===== config.mk =====
export PLATFORM = sky130hd
export DESIGN_NAME = irq_core_router
export DESIGN_NICKNAME = d
export VERILOG_FILES = /design/src/rtl/irq_route_pkg.sv /design/src/rtl/route_clip.sv /design/src/rtl/dev_state.sv /design/src/rtl/irq_fanout.sv /design/src/rtl/req_fsm.sv /design/src/rtl/irq_core_router.sv
export SDC_FILE = /design/constraint.sdc
export NUM_CORES = 1
export LEC_CHECK = 0
export ABC_AREA = 1
export BUFFER_PORTS_ARGS = -buffer_cell sky130_fd_sc_hd__buf_2
export CAP_MARGIN = 20
export CORE_ASPECT_RATIO = 0.75
export CORE_MARGIN = 3
export CORE_UTILIZATION = 32
export CTS_CLUSTER_DIAMETER = 80
export DETAILED_ROUTE_END_ITERATION = 8
export PLACE_DENSITY_LB_ADDON = 0.12
export SYNTH_ARGS = -nofsm -noshare
export SYNTH_HDL_FRONTEND = slang
export SYNTH_SLANG_ARGS = --single-unit

===== constraint.sdc =====
create_clock -name clk -period 1.7 [get_ports clk]
set_clock_uncertainty 0.05 [all_clocks]
set_input_delay 0.255 -clock clk [delete_from_list [all_inputs] [get_ports clk]]
set_output_delay 0.255 -clock clk [all_outputs]
set_load 0.005 [all_outputs]

===== src/rtl/irq_route_pkg.sv =====
package irq_route_pkg;

    typedef enum logic [2:0] {
        OP_ENABLE    = 3'd0,
        OP_DISABLE   = 3'd1,
        OP_SET_ROUTE = 3'd2,
        OP_GET_ROUTE = 3'd3,
        OP_PROPS     = 3'd4,
        OP_STATUS    = 3'd5,
        OP_RSVD6     = 3'd6,
        OP_RSVD7     = 3'd7
    } route_op_e;

    typedef enum logic [1:0] {
        S_IDLE = 2'd0,
        S_EXEC = 2'd1,
        S_RESP = 2'd2
    } req_state_e;

    localparam int PROP_MULTI_BIT = 31;
    localparam int PROP_LOCAL_BIT = 30;
    localparam int REACH_FIELD_W  = 16;

endpackage


===== src/rtl/route_clip.sv =====
module route_clip #(
    parameter int NUM_CORES = 4
) (
    input  logic [NUM_CORES-1:0] want,
    input  logic [NUM_CORES-1:0] reach,
    input  logic                 multi_ok,
    output logic [NUM_CORES-1:0] applied
);
    logic [NUM_CORES-1:0] masked;

    always_comb begin
        masked = want & reach;
        if (multi_ok)
            applied = masked;
        else
            applied = masked & (~masked + NUM_CORES'(1));
    end

    always_comb begin
        assert ((applied & ~reach) == '0);
    end

endmodule


===== src/rtl/dev_state.sv =====
module dev_state #(
    parameter int NUM_DEV   = 8,
    parameter int NUM_CORES = 4,
    parameter int DEV_W     = 4
) (
    input  logic                           clk,
    input  logic                           rst_n,
    input  logic                           en_we,
    input  logic                           en_val,
    input  logic                           rt_we,
    input  logic [DEV_W-1:0]               wr_dev,
    input  logic [NUM_CORES-1:0]           rt_val,
    input  logic [NUM_DEV*NUM_CORES-1:0]   rst_route,
    input  logic [NUM_DEV*NUM_CORES-1:0]   reach_flat,
    input  logic [NUM_DEV-1:0]             multi_vec,
    output logic [NUM_DEV-1:0]             en_vec,
    output logic [NUM_DEV*NUM_CORES-1:0]   rt_flat
);
    import irq_route_pkg::*;

    for (genvar d = 0; d < NUM_DEV; d++) begin : g_dev
        logic [NUM_CORES-1:0] rt_r;
        logic                 en_r;
        logic                 hit;

        assign hit = (wr_dev == DEV_W'(d));

        always_ff @(posedge clk) begin
            if (!rst_n) begin
                en_r <= 1'b0;
                rt_r <= rst_route[d*NUM_CORES +: NUM_CORES];
            end else begin
                if (en_we && hit)
                    en_r <= en_val;
                if (rt_we && hit)
                    rt_r <= rt_val;
            end
        end

        assign en_vec[d] = en_r;
        assign rt_flat[d*NUM_CORES +: NUM_CORES] = rt_r;

        p_route_in_reach_r4: assert property (@(posedge clk) disable iff (!rst_n)
            (rt_r & ~reach_flat[d*NUM_CORES +: NUM_CORES]) == '0);

        p_single_target_r5: assert property (@(posedge clk) disable iff (!rst_n)
            !multi_vec[d] |-> $onehot0(rt_r));

        if (d < NUM_CORES) begin : g_priv
            p_private_route_fixed_r8: assert property (@(posedge clk) disable iff (!rst_n)
                rt_r == NUM_CORES'(1) << d);
        end
    end

endmodule


===== src/rtl/irq_fanout.sv =====
module irq_fanout #(
    parameter int NUM_DEV   = 8,
    parameter int NUM_CORES = 4
) (
    input  logic                          clk,
    input  logic                          rst_n,
    input  logic [NUM_DEV-1:0]            src,
    input  logic [NUM_DEV-1:0]            en_vec,
    input  logic [NUM_DEV*NUM_CORES-1:0]  rt_flat,
    output logic [NUM_CORES-1:0]          irq_out
);
    logic [NUM_CORES-1:0] hit_c;

    for (genvar c = 0; c < NUM_CORES; c++) begin : g_core
        logic [NUM_DEV-1:0] col;
        for (genvar d = 0; d < NUM_DEV; d++) begin : g_col
            assign col[d] = rt_flat[d*NUM_CORES + c];
        end
        assign hit_c[c] = |(src & en_vec & col);
    end

    always_ff @(posedge clk) begin
        if (!rst_n)
            irq_out <= '0;
        else
            irq_out <= hit_c;
    end

    p_out_needs_enable_r3: assert property (@(posedge clk) disable iff (!rst_n)
        (|irq_out) |-> $past(|(src & en_vec)));

endmodule


===== src/rtl/req_fsm.sv =====
module req_fsm #(
    parameter int NUM_DEV   = 8,
    parameter int NUM_CORES = 4,
    parameter int DEV_W     = 4,
    parameter int CORE_W    = 2
) (
    input  logic                          clk,
    input  logic                          rst_n,
    input  logic                          req_valid,
    input  logic [2:0]                    req_op,
    input  logic [DEV_W-1:0]              req_dev,
    input  logic [CORE_W-1:0]             req_core,
    input  logic [NUM_CORES-1:0]          req_data,
    input  logic [NUM_DEV-1:0]            src,
    input  logic [NUM_DEV-1:0]            en_vec,
    input  logic [NUM_DEV*NUM_CORES-1:0]  rt_flat,
    input  logic [NUM_DEV*NUM_CORES-1:0]  reach_flat,
    input  logic [NUM_DEV-1:0]            multi_vec,
    input  logic [NUM_DEV-1:0]            local_vec,
    output logic                          req_ready,
    output logic                          resp_valid,
    output logic [31:0]                   resp_data,
    output logic                          en_we,
    output logic                          en_val,
    output logic                          rt_we,
    output logic [NUM_CORES-1:0]          rt_val,
    output logic [DEV_W-1:0]              wr_dev
);
    import irq_route_pkg::*;

    localparam int IDX_W = (NUM_DEV > 1) ? $clog2(NUM_DEV) : 1;

    req_state_e           state, state_nx;
    route_op_e            op_q;
    logic [DEV_W-1:0]     dev_q;
    logic [CORE_W-1:0]    core_q;
    logic [NUM_CORES-1:0] data_q;
    logic [31:0]          resp_q;
    logic [31:0]          result_c;

    logic [NUM_CORES-1:0] rt_arr    [NUM_DEV];
    logic [NUM_CORES-1:0] reach_arr [NUM_DEV];

    for (genvar d = 0; d < NUM_DEV; d++) begin : g_unpack
        assign rt_arr[d]    = rt_flat[d*NUM_CORES +: NUM_CORES];
        assign reach_arr[d] = reach_flat[d*NUM_CORES +: NUM_CORES];
    end

    logic                 in_range;
    logic [IDX_W-1:0]     idx;
    logic                 cur_en, cur_src, cur_multi, cur_local, owner_ok;
    logic [NUM_CORES-1:0] cur_rt, cur_reach, clip_mask;
    logic [31:0]          prop_word;

    assign in_range = (dev_q < DEV_W'(NUM_DEV));
    assign idx      = dev_q[IDX_W-1:0];

    always_comb begin
        cur_en    = 1'b0;
        cur_src   = 1'b0;
        cur_multi = 1'b0;
        cur_local = 1'b0;
        cur_rt    = '0;
        cur_reach = '0;
        if (in_range) begin
            cur_en    = en_vec[idx];
            cur_src   = src[idx];
            cur_multi = multi_vec[idx];
            cur_local = local_vec[idx];
            cur_rt    = rt_arr[idx];
            cur_reach = reach_arr[idx];
        end
        owner_ok = !cur_local || (int'(core_q) == int'(idx));
        prop_word = '0;
        prop_word[NUM_CORES-1:0] = cur_reach;
        prop_word[PROP_MULTI_BIT] = cur_multi;
        prop_word[PROP_LOCAL_BIT] = cur_local;
    end

    route_clip #(.NUM_CORES(NUM_CORES)) i_clip (
        .want     (data_q),
        .reach    (cur_reach),
        .multi_ok (cur_multi),
        .applied  (clip_mask)
    );

    // state register and request capture
    always_ff @(posedge clk) begin
        if (!rst_n) begin
            state  <= S_IDLE;
            op_q   <= OP_RSVD7;
            dev_q  <= '0;
            core_q <= '0;
            data_q <= '0;
            resp_q <= '0;
        end else begin
            state <= state_nx;
            if (state == S_IDLE && req_valid) begin
                op_q   <= route_op_e'(req_op);
                dev_q  <= req_dev;
                core_q <= req_core;
                data_q <= req_data;
            end
            if (state == S_EXEC)
                resp_q <= result_c;
        end
    end

    // transitions: accept, execute, complete
    always_comb begin
        state_nx = state;
        unique case (state)
            S_IDLE:  if (req_valid) state_nx = S_EXEC;
            S_EXEC:  state_nx = S_RESP;
            S_RESP:  state_nx = S_IDLE;
            default: state_nx = S_IDLE;
        endcase
    end

    // outputs
    always_comb begin
        req_ready  = 1'b0;
        resp_valid = 1'b0;
        en_we      = 1'b0;
        en_val     = 1'b0;
        rt_we      = 1'b0;
        rt_val     = clip_mask;
        result_c   = '0;
        unique case (state)
            S_IDLE: req_ready = 1'b1;
            S_EXEC: begin
                if (in_range) begin
                    unique case (op_q)
                        OP_ENABLE, OP_DISABLE: begin
                            result_c = {31'b0, cur_en};
                            en_we    = owner_ok;
                            en_val   = (op_q == OP_ENABLE);
                        end
                        OP_SET_ROUTE: begin
                            if (cur_local) begin
                                result_c = 32'(cur_rt);
                            end else begin
                                rt_we    = 1'b1;
                                result_c = 32'(clip_mask);
                            end
                        end
                        OP_GET_ROUTE: result_c = 32'(cur_rt);
                        OP_PROPS:     result_c = prop_word;
                        OP_STATUS:    result_c = {31'b0, cur_src};
                        default:      result_c = '0;
                    endcase
                end
            end
            S_RESP: resp_valid = 1'b1;
            default: ;
        endcase
    end

    assign resp_data = resp_q;
    assign wr_dev    = dev_q;

    p_resp_one_cycle_r10: assert property (@(posedge clk) disable iff (!rst_n)
        resp_valid |=> !resp_valid);

    p_ready_not_busy_r10: assert property (@(posedge clk) disable iff (!rst_n)
        (req_ready && req_valid) |=> !req_ready ##1 resp_valid);

    p_out_of_range_zero_r9: assert property (@(posedge clk) disable iff (!rst_n)
        (resp_valid && !in_range) |-> resp_data == '0);

    p_enable_return_r2: assert property (@(posedge clk) disable iff (!rst_n)
        (resp_valid && (op_q == OP_ENABLE || op_q == OP_DISABLE)) |-> resp_data[31:1] == '0);

endmodule


===== src/rtl/irq_core_router.sv =====
module irq_core_router #(
    parameter int                          NUM_CORES    = 4,
    parameter int                          NUM_DEV      = 8,
    parameter int                          DEV_W        = $clog2(NUM_DEV) + 1,
    parameter int                          CORE_W       = (NUM_CORES > 1) ? $clog2(NUM_CORES) : 1,
    parameter logic [NUM_DEV*NUM_CORES-1:0] SHARED_REACH = 32'h6EFF_0000,
    parameter logic [NUM_DEV-1:0]           MULTI_DEV    = 8'b1010_0000
) (
    input  logic                 clk,
    input  logic                 rst_n,
    input  logic [NUM_DEV-1:0]   irq_src,
    input  logic                 req_valid,
    output logic                 req_ready,
    input  logic [2:0]           req_op,
    input  logic [DEV_W-1:0]     req_dev,
    input  logic [CORE_W-1:0]    req_core,
    input  logic [NUM_CORES-1:0] req_data,
    output logic                 resp_valid,
    output logic [31:0]          resp_data,
    output logic [NUM_CORES-1:0] irq_out
);
    logic [NUM_DEV*NUM_CORES-1:0] reach_flat, rst_route, rt_flat;
    logic [NUM_DEV-1:0]           multi_vec, local_vec, en_vec;
    logic                         en_we, en_val, rt_we;
    logic [NUM_CORES-1:0]         rt_val;
    logic [DEV_W-1:0]             wr_dev;

    for (genvar d = 0; d < NUM_DEV; d++) begin : g_cap
        logic [NUM_CORES-1:0] r;
        if (d < NUM_CORES) begin : g_priv
            assign r            = NUM_CORES'(1) << d;
            assign multi_vec[d] = 1'b0;
            assign local_vec[d] = 1'b1;
        end else begin : g_shared
            assign r            = SHARED_REACH[d*NUM_CORES +: NUM_CORES];
            assign multi_vec[d] = MULTI_DEV[d];
            assign local_vec[d] = 1'b0;
        end
        assign reach_flat[d*NUM_CORES +: NUM_CORES] = r;
        assign rst_route[d*NUM_CORES +: NUM_CORES]  = r & (~r + NUM_CORES'(1));
    end

    req_fsm #(
        .NUM_DEV(NUM_DEV), .NUM_CORES(NUM_CORES), .DEV_W(DEV_W), .CORE_W(CORE_W)
    ) i_fsm (
        .clk(clk), .rst_n(rst_n),
        .req_valid(req_valid), .req_op(req_op), .req_dev(req_dev),
        .req_core(req_core), .req_data(req_data),
        .src(irq_src), .en_vec(en_vec), .rt_flat(rt_flat),
        .reach_flat(reach_flat), .multi_vec(multi_vec), .local_vec(local_vec),
        .req_ready(req_ready), .resp_valid(resp_valid), .resp_data(resp_data),
        .en_we(en_we), .en_val(en_val), .rt_we(rt_we), .rt_val(rt_val),
        .wr_dev(wr_dev)
    );

    dev_state #(
        .NUM_DEV(NUM_DEV), .NUM_CORES(NUM_CORES), .DEV_W(DEV_W)
    ) i_state (
        .clk(clk), .rst_n(rst_n),
        .en_we(en_we), .en_val(en_val), .rt_we(rt_we),
        .wr_dev(wr_dev), .rt_val(rt_val),
        .rst_route(rst_route), .reach_flat(reach_flat), .multi_vec(multi_vec),
        .en_vec(en_vec), .rt_flat(rt_flat)
    );

    irq_fanout #(
        .NUM_DEV(NUM_DEV), .NUM_CORES(NUM_CORES)
    ) i_fanout (
        .clk(clk), .rst_n(rst_n),
        .src(irq_src), .en_vec(en_vec), .rt_flat(rt_flat),
        .irq_out(irq_out)
    );

endmodule


-- Word-level counts from Yosys, hierarchy flattened
Memory sizes are Yosys's and may differ from the RTL's. A register that Yosys moved wholly into a read port is not among the register bits.
Index checks and enable logic that the tools add are counted.
- register bits after elaboration: 91
- ROM bits: 48
- bits of input ports: 24
- output and inout bits: 38
- logic and storage cells: 118
- memories: 3
- add/sub/neg operators: 1
- magnitude comparators: 3
- eq/ne operators: 16
- mux-type cells: 36
- bitwise operators: 9
- reduce and logical (&&, ||, !) cells: 27
- memory list (memory ; words ; width ; read ports ; clocked after Yosys merged registers in ; write ports ; RTL line ; source):
    (no name shown) ; 8 ; 4 ; 1 ; 0 ; 0 ; req_fsm.sv:71 ; cur_reach = reach_arr[idx];
    (no name shown) ; 8 ; 1 ; 1 ; 1 ; 0 ; req_fsm.sv:69 ; cur_local = local_vec[idx];
    (no name shown) ; 8 ; 1 ; 1 ; 1 ; 0 ; req_fsm.sv:68 ; cur_multi = multi_vec[idx];
- operators with widths (kind ; count):
    32-bit case mux with 5 select lines ; 1
    8-bit bitwise AND ; 5
    32-bit two-way mux ; 1
    8-bit OR reduction ; 4
    4-bit two-way mux ; 7
    1-bit two-way mux ; 18
    1-bit logical AND ; 17
    4-bit by 3-bit equality test with 1-bit output (second input constant) ; 4
    4-bit binary-select mux with 3-bit select ; 1
    3-bit two-way mux ; 4
    4-bit bitwise AND ; 2
    4-bit by 2-bit equality test with 1-bit output (second input constant) ; 2
    1-bit binary-select mux with 3-bit select ; 2
    3-bit by 2-bit equality test with 1-bit output (second input constant) ; 2
    3-bit equality test (second input constant) ; 2
    4-bit by 1-bit adder with 4-bit output (second input constant) ; 1
    4-bit by 1-bit equality test with 1-bit output (second input constant) ; 1
    4-bit greater-or-equal comparator (second input constant) ; 1
    4-bit logical NOT ; 1
    3-bit by 4-bit less-than comparator with 1-bit output (second input constant) ; 1
    4-bit less-than comparator (second input constant) ; 1
    3-bit NOT with 4-bit output ; 1
    4-bit NOT ; 1
    2-bit case mux with 2 select lines ; 1
    other kinds (11) ; 11

-- Longest topological paths before layout
Gate-level depths: netlist of run 1.
- depth after elaboration: 13
- depth in mapped cells: 12
- gate-level depth less buffers: 11

-- Hierarchy
Synthesis of run 1 repeated with hierarchy kept, for this count alone.
- cells, all modules: 679
- area total of the unflattened synthesis: 4546.9 um^2
- by module, submodules not included (module ; times used ; cells an instance ; area an instance (um^2) ; seq. area each (um^2)):
    req_fsm ; 1 ; 393 ; 2225.9 ; 420.4
    dev_state ; 1 ; 207 ; 1905.6 ; 1121.1
    irq_fanout ; 1 ; 65 ; 354.1 ; 80.1
    route_clip ; 1 ; 12 ; 53.8 ; 0.0
    irq_core_router ; 1 ; 2 ; 7.5 ; 0.0

-- Worst setup path before layout of run 1
No wires, ideal clock.
- path kind: reg-to-reg
- from: register i_fsm.op_q[1]
- to: register i_state.g_dev[5].rt_r[2]
- setup time: 0.115 ns
- data arrival time: 1.301 ns
- required time: 1.535 ns
- slack: 0.234 ns
- cell stages (with the launch flop): 11
- path buffers: 0
- clock period less this slack: 1.466 ns
- cell sequence: dfxtp_1 inv_2 or2_1 nor2_4 nand4_1 inv_2 nand2_2 clkinv_2 o21ai_1 o211ai_1 inv_2
- word-level cells in the longest chain between the ends: 5
- RTL lines (item ; RTL line ; source):
    from (decl) ; req_fsm.sv:34 ; route_op_e op_q;
    from (signal assigned) ; req_fsm.sv:99 ; op_q <= route_op_e'(req_op);
    3-bit by 2-bit equality test with 1-bit output ; req_fsm.sv:133 ; unique case (op_q)
    1-bit two-way mux ; req_fsm.sv:133 ;
    1-bit two-way mux ; req_fsm.sv:132 ; if (in_range) begin
    1-bit two-way mux ; req_fsm.sv:129 ; unique case (state)
    1-bit logical AND ; dev_state.sv:35 ; if (rt_we && hit)
    to (signal assigned) ; dev_state.sv:31 ; rt_r <= rst_route[d*NUM_CORES +: NUM_CORES];
    to (signal assigned) ; dev_state.sv:36 ; rt_r <= rt_val;
    to (decl) ; dev_state.sv:22 ; logic [NUM_CORES-1:0] rt_r;
Every way passes these cells.
A chain may end at the register's enable or synchronous reset.

-- Worst setup path after layout of run 1
- from: register i_fsm.dev_q[1], in the netlist i_fsm.wr_dev[1]
- to: register i_state.g_dev[7].rt_r[1]
- word-level cells in the longest chain between the ends: 10
- elaborated cells between the ends (all ways): 19
- those cells by class: add/sub (1); order compare (1); eq/ne (1); mux (10); bitwise (4); reduce/logical (1); memory (1)
- RTL lines (item ; RTL line ; source):
    from (decl) ; req_fsm.sv:35 ; logic [DEV_W-1:0] dev_q;
    from (signal assigned) ; req_fsm.sv:100 ; dev_q <= req_dev;
    3-bit NOT with 4-bit output (implied by the code) ; req_fsm.sv:71 ;
    memory read 8 x 4 bit ; n/a ;
    4-bit two-way mux (implied by the code) (2 in series) ; req_fsm.sv:71 ;
    4-bit two-way mux ; req_fsm.sv:65 ; if (in_range) begin
    4-bit bitwise AND ; route_clip.sv:12 ; masked = want & reach;
    4-bit NOT ; route_clip.sv:16 ; applied = masked & (~masked + NUM_CORES'(1));
    4-bit by 1-bit adder with 4-bit output ; route_clip.sv:16 ;
    4-bit bitwise AND ; route_clip.sv:16 ;
    4-bit two-way mux ; route_clip.sv:13 ; if (multi_ok)
    to (signal assigned) ; dev_state.sv:31 ;
    to (signal assigned) ; dev_state.sv:36 ;
    to (decl) ; dev_state.sv:22 ;
Parallel ways exist; a longest one is shown, timed or not. The select of a mux whose other input is x is not followed.

==> results of run 1 <==
## flip-flops by register name (all words and copies together) (netlist names), named ones only
name / flops
i_fsm.wr_dev: 4
i_fsm.resp_data: 6
i_fsm.state: 2
i_fanout.irq_out: 4
i_state.g_dev.en_r: 8
i_fsm.core_q: 2
i_fsm.data_q: 4
i_state.g_dev.rt_r: 32
i_fsm.op_q: 3
## power by group
group          total [W]  leakage, nW  switching, W  internal, W
combinational   0.000590         1.32      0.000360     0.000230
sequential       0.00164        0.544     0.0000312      0.00161
clock            0.00187        0.146      0.000666      0.00120
total            0.00410         2.01       0.00106      0.00304
## worst max-delay path, cell delays in order, from the launching register on
cell,delay (ns)
dfxtp_1,0.32
buf_12,0.15
inv_4,0.06
nand2_2,0.10
o21ai_2,0.16
nand2_1,0.08
a21oi_2,0.14
buf_4,0.16
clkinvlp_4,0.14
o211ai_1,0.17
## logic make-up after synthesis
group                     synth area share (%)
and+or+nand+nor                          29.66
other                                   0.1073
DFF                                      38.40
xor gates and xnor gates                0.5015
AOI/OAI and AO/OA                        16.55
buffers and inverters                    14.79
## cells in the final DEF, fill, tap and decap left out, types with 2 or more instances in the layout
cell type | synthesis | layout
o21ai_1 | 20 | 18
nand2_1 | 121 | 120
nand2_2 | 8 | 9
inv_4 | 1 | 4
a311oi_1 | 3 | 3
buf_2 | 4 | 35
a31oi_1 | 6 | 6
a21oi_2 | 2 | 2
a21oi_1 | 32 | 32
inv_1 | 40 | 38
nand4_1 | 6 | 6
nand3_1 | 40 | 39
clkinv_2 | 2 | 3
inv_2 | 15 | 13
clkbuf_8 | 0 | 2
dfxtp_2 | 0 | 3
o21ai_0 | 14 | 14
buf_12 | 0 | 2
buf_4 | 31 | 46
nor2_2 | 2 | 6
dfxtp_1 | 67 | 64
xnor2_1 | 2 | 2
conb_1 | 1 | 26
clkbuf_16 | 0 | 9
o21ai_2 | 0 | 2
a22oi_1 | 4 | 4
o211ai_1 | 9 | 9
o22ai_1 | 7 | 7
nor3_1 | 14 | 14
nor2_1 | 50 | 46
clkbuf_1 | 7 | 2
## repair_timing
item / CTS / global route
buffers inserted: 0 / 3
resized for setup: 0 / 20
setup endpoints to repair: 0 / 21
## metal layers
| layer | part of all wire [%] | track usage (%) |
|---|---|---|
| met5 | 0 | 0 |
| met4 | 1.1 | 5.625 |
| met3 | 7.1 | 5.000 |
| met2 | 41 | 28.39 |
| met1 | 51 | 28.74 |
## stage by stage
stage / std cells / hold WS, ns
4_1_cts: 731 / 0.07001
5_1_grt: 734 / 0.08436
6_report: 734 / 0.07372
3_3_place_gp: 716 / 0.4038
3_5_place_dp: 716 / 0.4038
2_1_floorplan: 541 / 0.3182
## worst max path at each step
| stage | endpoint | slack, ns | cells after the start |
|---|---|---|---|
| finish | i_state.g_dev[7].rt_r[1] | 0.08 | 9 |
| global route | i_state.g_dev[6].en_r | -0.06 | 8 |
| CTS | i_fsm.resp_data[2] | 0.04 | 10 |
| detailed placement | i_state.g_dev[2].en_r | 0.06 | 8 |
| global placement | i_state.g_dev[7].rt_r[1] | 0.05 | 10 |
| floorplan | i_state.g_dev[5].rt_r[2] | 0.23 | 10 |
## cell type report
| type | count | area [um^2] | area share, % |
|---|---|---|---|
| multi-input combinational | 372 | 1757 | 40.00 |
| clock buffer | 13 | 260.3 | 5.926 |
| timing repair buffer | 85 | 586.8 | 13.36 |
| clock inverter | 2 | 35.03 | 0.7977 |
| sequential | 67 | 1345 | 30.63 |
| tap | 136 | 170.2 | 3.875 |
| inverter | 59 | 237.7 | 5.413 |
==> results.yml, run 1 <==
run_status:
  status: "finished clean"
sta:
  hold_viol: 0
  fmax_ghz: 0.6188
  slew_viol_final: 0
  rsz0062_at_grt: "yes"
  setup_ws_ns: 0.08394
  period_needed_ns: 1.616
  finalSetupTns_ns: 0
  tightest_slew_ns: 0.5513
  min_period_over_period_pct: 95.06
  finalSetupViolations: 0
  slew_headroom_pct: 63.00
synthesis:
  netlist_top_cells_count: "nand2_1, dfxtp_1, nor2_1"
  synth_top_area_share_pct: 38.40
  synth_cells: 516
  ys_top_cells_by_area: "dfxtp_1, nand2_1, buf_4"
  synth_seq_cells: 67
  yosysMostFrequentCell: "nand2_1"
  synth_edf_count: 0
  yosys.area.top_type: "dfxtp_1"
  ys_warn_count: 0
  synth.cell_area_um2: 3493
  ys_seq_area_share_pct: 38.40
  synth_cell_types: 34
  syn_avg_cell_area_um2: 6.770
  synthFlopType: "dfxtp_1"
  async_flop_share_pct: 0
drt:
  wl_um: 11550
  wl_per_cell_um: 15.74
  drc: 0
  ant_nets: 0
  drt_iter0_drc: 248
  vias: 3554
  dr.pass1.iters: 5
  drt-vias-per-instance: 4.842
critical_path:
  worst_ep_required_time_ns: 1.91
  arrival_ns: 1.82
  startpoint_type: "register"
  r2r-start: "i_fsm.wr_dev[1]"
  cp-end-kind: "register"
  crit_fanout: 12
  startpoint: "i_fsm.wr_dev[1]"
  reg2reg_to: "i_state.g_dev[7].rt_r[1]"
  crit_type: "reg2reg"
  reg2reg_depth: 9
  reg2reg_slack_ns: 0.08
clock_network:
  clock_path_buffers: 2
  cts-root-buf: "clkbuf_16"
  cts_tree: "done"
  cts_sinks: 67
  cts_buffers: 9
  htree_levels: 3
  path_clk_slew_ns: 0.05
  hold_buffers: 0
  clock_latency_ns: 0.34
hold_path:
  hold_path_depth: 3
  min_to: "i_fsm.op_q[2]"
  hold_class: "in2reg"
  min-delay-start: "req_op[2]"
power_and_ir_drop:
  power_density_nw_per_um2: 933.2
  leakage_nw: 2.010
  peakVddDrop_uv: 530.5
  power.total_w: 0.004098
place:
  dp_hpwl_um: 9200
  portBuffers: 35
  detailedPlace.worstSlack_ns: 0.05887
  gp_congestion: 0.9548
  place_area_um2: 4020
final_layout:
  area_growth_syn_to_layout_pct: 25.72
  final_core_util_pct: 42.03
  diodes: 0
  fillers: 1115
  drive_gt1_share_pct: 23.91
  final_cell_area_um2: 4392
  final_nets: 618
flow_run:
  maxCapViolCount: 0
grt:
  antenna_found_initial: 0
  grt_overflow_total: 0
  grt_usage_pct: 19.65
  grt_max_degree: 30
  grt_pass1_vias: 3307
  grt_pass1_wl_um: 18070
floorplan:
  core_area_um2: 10450
  start_util_pct: 33.43
  dieArea_um2: 12220
  ios: 62
  die_h_um: 96.49
  floorplan.rows: 32
  die_w_um: 126.6
No activity file was read; power rests on OpenSTA's default activity.
==> run 2, diff against run 1 <==
--- a/config.mk
+++ b/config.mk
@@ -13,7 +13,9 @@
 export CORE_UTILIZATION = 32
 export CTS_CLUSTER_DIAMETER = 80
 export DETAILED_ROUTE_END_ITERATION = 8
+export HOLD_SLACK_MARGIN = 0.12
 export PLACE_DENSITY_LB_ADDON = 0.12
 export SYNTH_ARGS = -nofsm -noshare
 export SYNTH_HDL_FRONTEND = slang
+export SYNTH_HIERARCHICAL = 1
 export SYNTH_SLANG_ARGS = --single-unit
==> run 2 against run 1 <==
The run now ends with negative setup slack left. Total power up 16%. Clock power about the same. Sequential share of layout area down 3.8 points. Non-clock buffer count increased by 32. Critical endpoint is now i_state/g_dev[7].rt_r[2]. Highest routed layer unchanged.
==> results.yml, run 2 <==
floorplan:
  start_util_pct: 32.96
  dieArea_um2: 15690
  die_w_um: 143.6
  floorplan.rows: 37
  die_h_um: 109.2
  ios: 62
  core_area_um2: 13800
drt:
  drt_iter0_drc: 311
  drt-vias-per-instance: 4.497
  vias: 4614
  wl_um: 14320
  ant_nets: 0
  drc: 0
  wl_per_cell_um: 13.96
  dr.pass1.iters: 5
synthesis:
  ys_seq_area_share_pct: 35.66
  yosysMostFrequentCell: "nand2_1"
  synth_top_area_share_pct: 21.13
  synth_cell_types: 35
  async_flop_share_pct: 0
  synth.cell_area_um2: 4547
  ys_top_cells_by_area: "edfxtp_1, dfxtp_1, nand2_1"
  synthFlopType: "dfxtp_1"
  synth_cells: 679
  synth_edf_count: 32
  yosys.area.top_type: "edfxtp_1"
  synth_seq_cells: 65
  syn_avg_cell_area_um2: 6.696
  netlist_top_cells_count: "nand2_1, nor2_1, nand3_1"
  ys_warn_count: 6
clock_network:
  cts_buffers: 9
  clock_path_buffers: 2
  cts_sinks: 65
  path_clk_slew_ns: 0.06
  cts-root-buf: "clkbuf_16"
  cts_tree: "done"
  htree_levels: 3
  clock_latency_ns: 0.34
sta:
  hold-worst-slack_ns: 0.1290
  slew_viol_final: 0
  finalSetupViolations: 76
  setup_ws_ns: -0.2446
  period_needed_ns: 1.945
  fmax_ghz: 0.5143
  rsz0062_at_grt: "yes"
  hold_viol: 0
  min_period_over_period_pct: 114.4
place:
  detailedPlace.worstSlack_ns: -0.3584
  gp_congestion: 0.8775
  dp_hpwl_um: 10710
  portBuffers: 35
power_and_ir_drop:
  power_frac_seq_pct: 38.0
  power_frac_comb_pct: 23.1
  leakage_nw: 2.935
  internal_power_w: 0.003275
  power_density_nw_per_um2: 784.5
  clock_power_share_pct: 38.9
  peakVddDrop_uv: 622.8
  p_sw_share_pct: 31.26
  p_sw_w: 0.001489
final_layout:
  diodes: 0
  fillers: 1440
  largest_reg_flops: 32
  most-common-layout-cells: "nor2_1, nand2_1, conb_1"
  final_common_cell: "nor2_1"
  final_nets: 870
  regMostFlops: "i_state/g_dev.rt_r"
  drive_gt1_share_pct: 22.44
  area_growth_syn_to_layout_pct: 33.57
hold_path:
  min-delay-start: "req_data[0]"
  hold_class: "in2reg"
grt:
  grt_max_degree: 32
  antenna_found_initial: 0
  grt_pass1_wl_um: 22500
  grt_pass1_vias: 4092
  grt_usage_pct: 18.95
  grt_overflow_total: 0
run_status:
  status: "finished with violations"
  violations: "negative setup slack"
critical_path:
  r2r-start: "i_fsm/wr_dev[0]"
  crit_type: "reg2reg"
  startpoint: "i_fsm/wr_dev[0]"
  crit_fanout: 8
  arrival_ns: 1.98
  startpoint_type: "register"
  worst_ep_required_time_ns: 1.73
  cp-end-kind: "register"
flow_run:
  maxCapViolCount: 0
-- run 2: cell count changes after synthesis, sizes merged, moves of 19 or more --
cell / change
dfxtp: -34
a21oi: -19
edfxtp: +32
inv: +32
nor2: +72
buf: +22
nand3: +60
o21ai: +44
-- run 2: final timing paths --
path | end | slack (ns) | depth (start not counted)
worst max-delay path | i_state/g_dev[7].rt_r[2] | -0.24 | 13
worst min-delay path | i_fsm/data_q[0] | 0.13 | 3
worst max register to register | i_state/g_dev[7].rt_r[2] | -0.24 | 13
worst min register to register | i_fsm/resp_data[31] | 0.41 | 2
-- run 2: layer usage --
metal  vias to the layer above  wire, um  global-route usage (%)  part of all wire [%]
met5                         -         0                       0                     0
met3                        11       723                   4.428                   5.0
li1                       2370         -                       -                     -
met4                         0       148                   4.637                   1.0
met2                       117      6056                   27.08                    42
met1                      2116      7392                   28.61                    52
-- run 2: worst max-delay path, cell delays in order, from the launching register on --
cell	delay (ns)
dfxtp_4	0.41
buf_6	0.13
nor2_1	0.04
nor2_1	0.08
o21ai_0	0.08
nand3_1	0.08
nand3_1	0.11
inv_1	0.09
nand2_1	0.07
a21oi_2	0.14
nor2_1	0.07
nand2_1	0.12
buf_12	0.14
o21ai_0	0.08
-- run 2: area by class of cell --
class                      count  area [um^2]  area share, %
sequential                    65         1630          26.84
timing repair buffer         117        927.1          15.27
clock inverter                 6        43.79         0.7211
multi-input combinational    565         2659          43.78
inverter                      88        344.1          5.665
clock buffer                  10        250.2          4.120
tap                          175        219.0          3.605
-- run 2: logic make-up after synthesis --
logic type | Yosys count | share of synthesized area, %
flops | 65 | 35.66
buf+inv | 152 | 17.78
compound gates | 100 | 11.61
xor+xnor | 2 | 0.3853
other cells | 3 | 0.2476
simple gates | 357 | 34.31
-- run 2: timing repair --
action / in CTS / in global routing
resized for setup: 37 / 18
endpoints found under the setup margin: 76 / 77
hold endpoints to repair: 8 / 0
gates cloned: 1 / 1
setup buffers: 7 / 1
pin swaps: 16 / 4
hold buffers: 8 / 0
-- run 2: stage by stage --
stage | setup TNS (ns) | total power, W | std cells | instance area (um^2) | util (%)
after floorplan | -3.113 | 0.002511 | 782 | 5005 | -
after global placement | -15.91 | 0.002805 | 992 | 5428 | 39.34
after detailed placement | -17.55 | 0.002814 | 992 | 5428 | 39.34
after CTS | -13.05 | 0.004781 | 1024 | 6006 | 43.53
after global routing | -24.33 | 0.005033 | 1026 | 6073 | 44.02
final | -13.12 | 0.004764 | 1026 | 6073 | 44.02
-- run 2: power by group through the flow --
stage | Combinational (W) | Clock (W) | Sequential [W]
finish | 0.00110 | 0.00185 | 0.00181
detailed placement | 0.000970 | 0 | 0.00184
CTS | 0.00107 | 0.00190 | 0.00181
global placement | 0.000965 | 0 | 0.00184
floorplan | 0.000685 | 0 | 0.00183
global route | 0.00124 | 0.00198 | 0.00182
==> run 3, diff against run 2 <==
--- a/config.mk
+++ b/config.mk
@@ -14,6 +14,7 @@
 export CTS_CLUSTER_DIAMETER = 80
 export DETAILED_ROUTE_END_ITERATION = 8
 export HOLD_SLACK_MARGIN = 0.12
+export MAX_ROUTING_LAYER = met4
 export PLACE_DENSITY_LB_ADDON = 0.12
 export SYNTH_ARGS = -nofsm -noshare
 export SYNTH_HDL_FRONTEND = slang
==> run 3 against run 2 <==
The run still ends with negative setup slack left. Combinational power rose by 11%. Hold slack got worse by 0.0028 ns. Register-to-register slack about the same. Critical path depth shrank 2. Clock power is 11% higher. Die area unchanged. Global-route usage is 0.59 points higher. First-iteration DRC count grew 30%. Routed wire length is 2.2% higher. Highest routed layer unchanged.
==> results.yml, run 3 (same netlist as run 2, synthesis figures left out) <==
run_status:
  status: "finished with violations"
  violations: "negative setup slack"
critical_path:
  crit_fanout: 6
  crit_path_max_incr_delay_ns: 0.38
  cp_slowest_cell: "dfxtp_4"
  crit_buf_inv: 3
  crit_type: "reg2reg"
  worst_ep_required_time_ns: 1.69
  crit_family: "simple AND/OR/NAND/NOR gates"
  cp-end-kind: "register"
  arrival_ns: 1.93
  startpoint_type: "register"
  cp_cell_sequence: "buf_6 > nand2_1 > nand2_1 > nand2_2 > nand3_2 > nand3_4 > nand4_1 > inv_2 > buf_6 > nand3_4 > nand2_4"
drt:
  wl_per_cell_um: 14.23
  ant_nets: 0
  drt-vias-per-instance: 4.520
  vias: 4647
  drt_iter0_drc: 404
  wl_um: 14630
  drc: 0
  dr.pass1.iters: 5
floorplan:
  floorplan.rows: 37
  die_w_um: 143.6
  die_h_um: 109.2
  core_area_um2: 13800
  ios: 62
  dieArea_um2: 15690
  start_util_pct: 32.96
clock_network:
  clock_latency_ns: 0.34
  htree_levels: 3
  cts-root-buf: "clkbuf_16"
  cts_sinks: 65
  cts_tree: "done"
  cts_buffers: 9
  path_clk_slew_ns: 0.06
  clock_path_buffers: 2
grt:
  antenna_found_initial: 0
  grt_pass1_vias: 4175
  grt_max_degree: 27
  grt_overflow_total: 0
  grt_pass1_wl_um: 22820
  grt_usage_pct: 19.54
power_and_ir_drop:
  leakage_nw: 3.029
  peakVddDrop_uv: 633.1
  power_density_nw_per_um2: 797.9
place:
  place_area_um2: 5413
  gp_congestion: 0.8898
  dp_hpwl_um: 10740
  detailedPlace.worstSlack_ns: -0.3592
  portBuffers: 35
final_layout:
  largest_reg_flops: 32
  drive_gt1_share_pct: 26.26
  final_nets: 872
  most-common-layout-cells: "nor2_1, nand2_1, conb_1"
  area_growth_syn_to_layout_pct: 40.31
  diodes: 0
  final_cell_area_um2: 6380
  final_common_cell: "nor2_1"
  regMostFlops: "i_state/g_dev.rt_r"
sta:
  hold-worst-slack_ns: 0.1262
  setup_ws_ns: -0.2329
  fmax_ghz: 0.5174
  rsz0062_at_grt: "yes"
  hold_viol: 0
  min_period_over_period_pct: 113.7
  slew_viol_final: 0
  period_needed_ns: 1.933
  finalSetupViolations: 76
flow_run:
  maxCapViolCount: 0
hold_path:
  hold_class: "in2reg"
run 3: cell count changes in the layout (fill, tap and decap cells not counted), moves of 3 or more:
cell,delta
nor2_1,-5
nand2_1,-6
nand3_4,+6
o21ai_0,-3
o21ai_1,-4
nor2_2,+4
o21ai_2,+7
nand3_1,-7
nand2_4,+7
run 3: cell type report:
cell class	count	area [um^2]
Inverter	88	350.3
Timing Repair Buffer	119	960.9
Fill cell	1405	7416
Clock buffer	12	277.8
Tap cell	175	219.0
Multi-Input combinational cell	565	2887
Sequential cell	65	1630
Clock inverter	4	55.05
run 3: what timing repair did:
item,CTS,global route
gates resized for setup,69,39
setup endpoints to repair,76,76
hold endpoints to repair,6,0
pin swaps,17,29
gates cloned,2,0
hold buffers,6,0
buffers inserted,9,5
run 3: path summary, 6_finish.rpt:
check	end	startpoint	slack, ns	cells past startpoint
max	i_state/g_dev[0].rt_r[2]	i_fsm/wr_dev[0]	-0.23	11
min	i_fsm/core_q[1]	req_core[1]	0.13	3
max reg2reg	i_state/g_dev[0].rt_r[2]	i_fsm/wr_dev[0]	-0.23	11
min reg2reg	i_fsm/resp_data[1]	i_fsm/resp_data[1]	0.41	2
run 3: report_power, final:
part	switching [W]	total, W	internal [W]
Sequential	0.0000691	0.00182	0.00175
Clock	0.000740	0.00205	0.00131
Combinational	0.000729	0.00122	0.000491
Total	0.00154	0.00509	0.00355
run 3: metrics by stage:
stage | cells | power [W] | setup TNS [ns] | util [%]
after CTS | 1023 | 0.005034 | -9.172 | 44.83
after global routing | 1028 | 0.005319 | -19.77 | 46.25
after global placement | 990 | 0.002801 | -16.61 | 39.23
after detailed placement | 990 | 0.002806 | -17.92 | 39.23
final | 1028 | 0.005090 | -13.01 | 46.25
after floorplan | 782 | 0.002511 | -3.113 | -
run 3: layer usage:
layer | part of all wire (%) | global-route usage, % | vias to the layer above
met5 | 0 | - | -
met4 | 1.4 | 5.981 | 0
met3 | 6.1 | 3.200 | 17
met2 | 42 | 27.45 | 139
met1 | 50 | 28.59 | 2110
li1 | - | - | 2381
run 3: tightest hold or removal path, stage by stage:
cell	delay (ns)
buf_2	0.07
o21ai_0	0.08
nor2_1	0.08
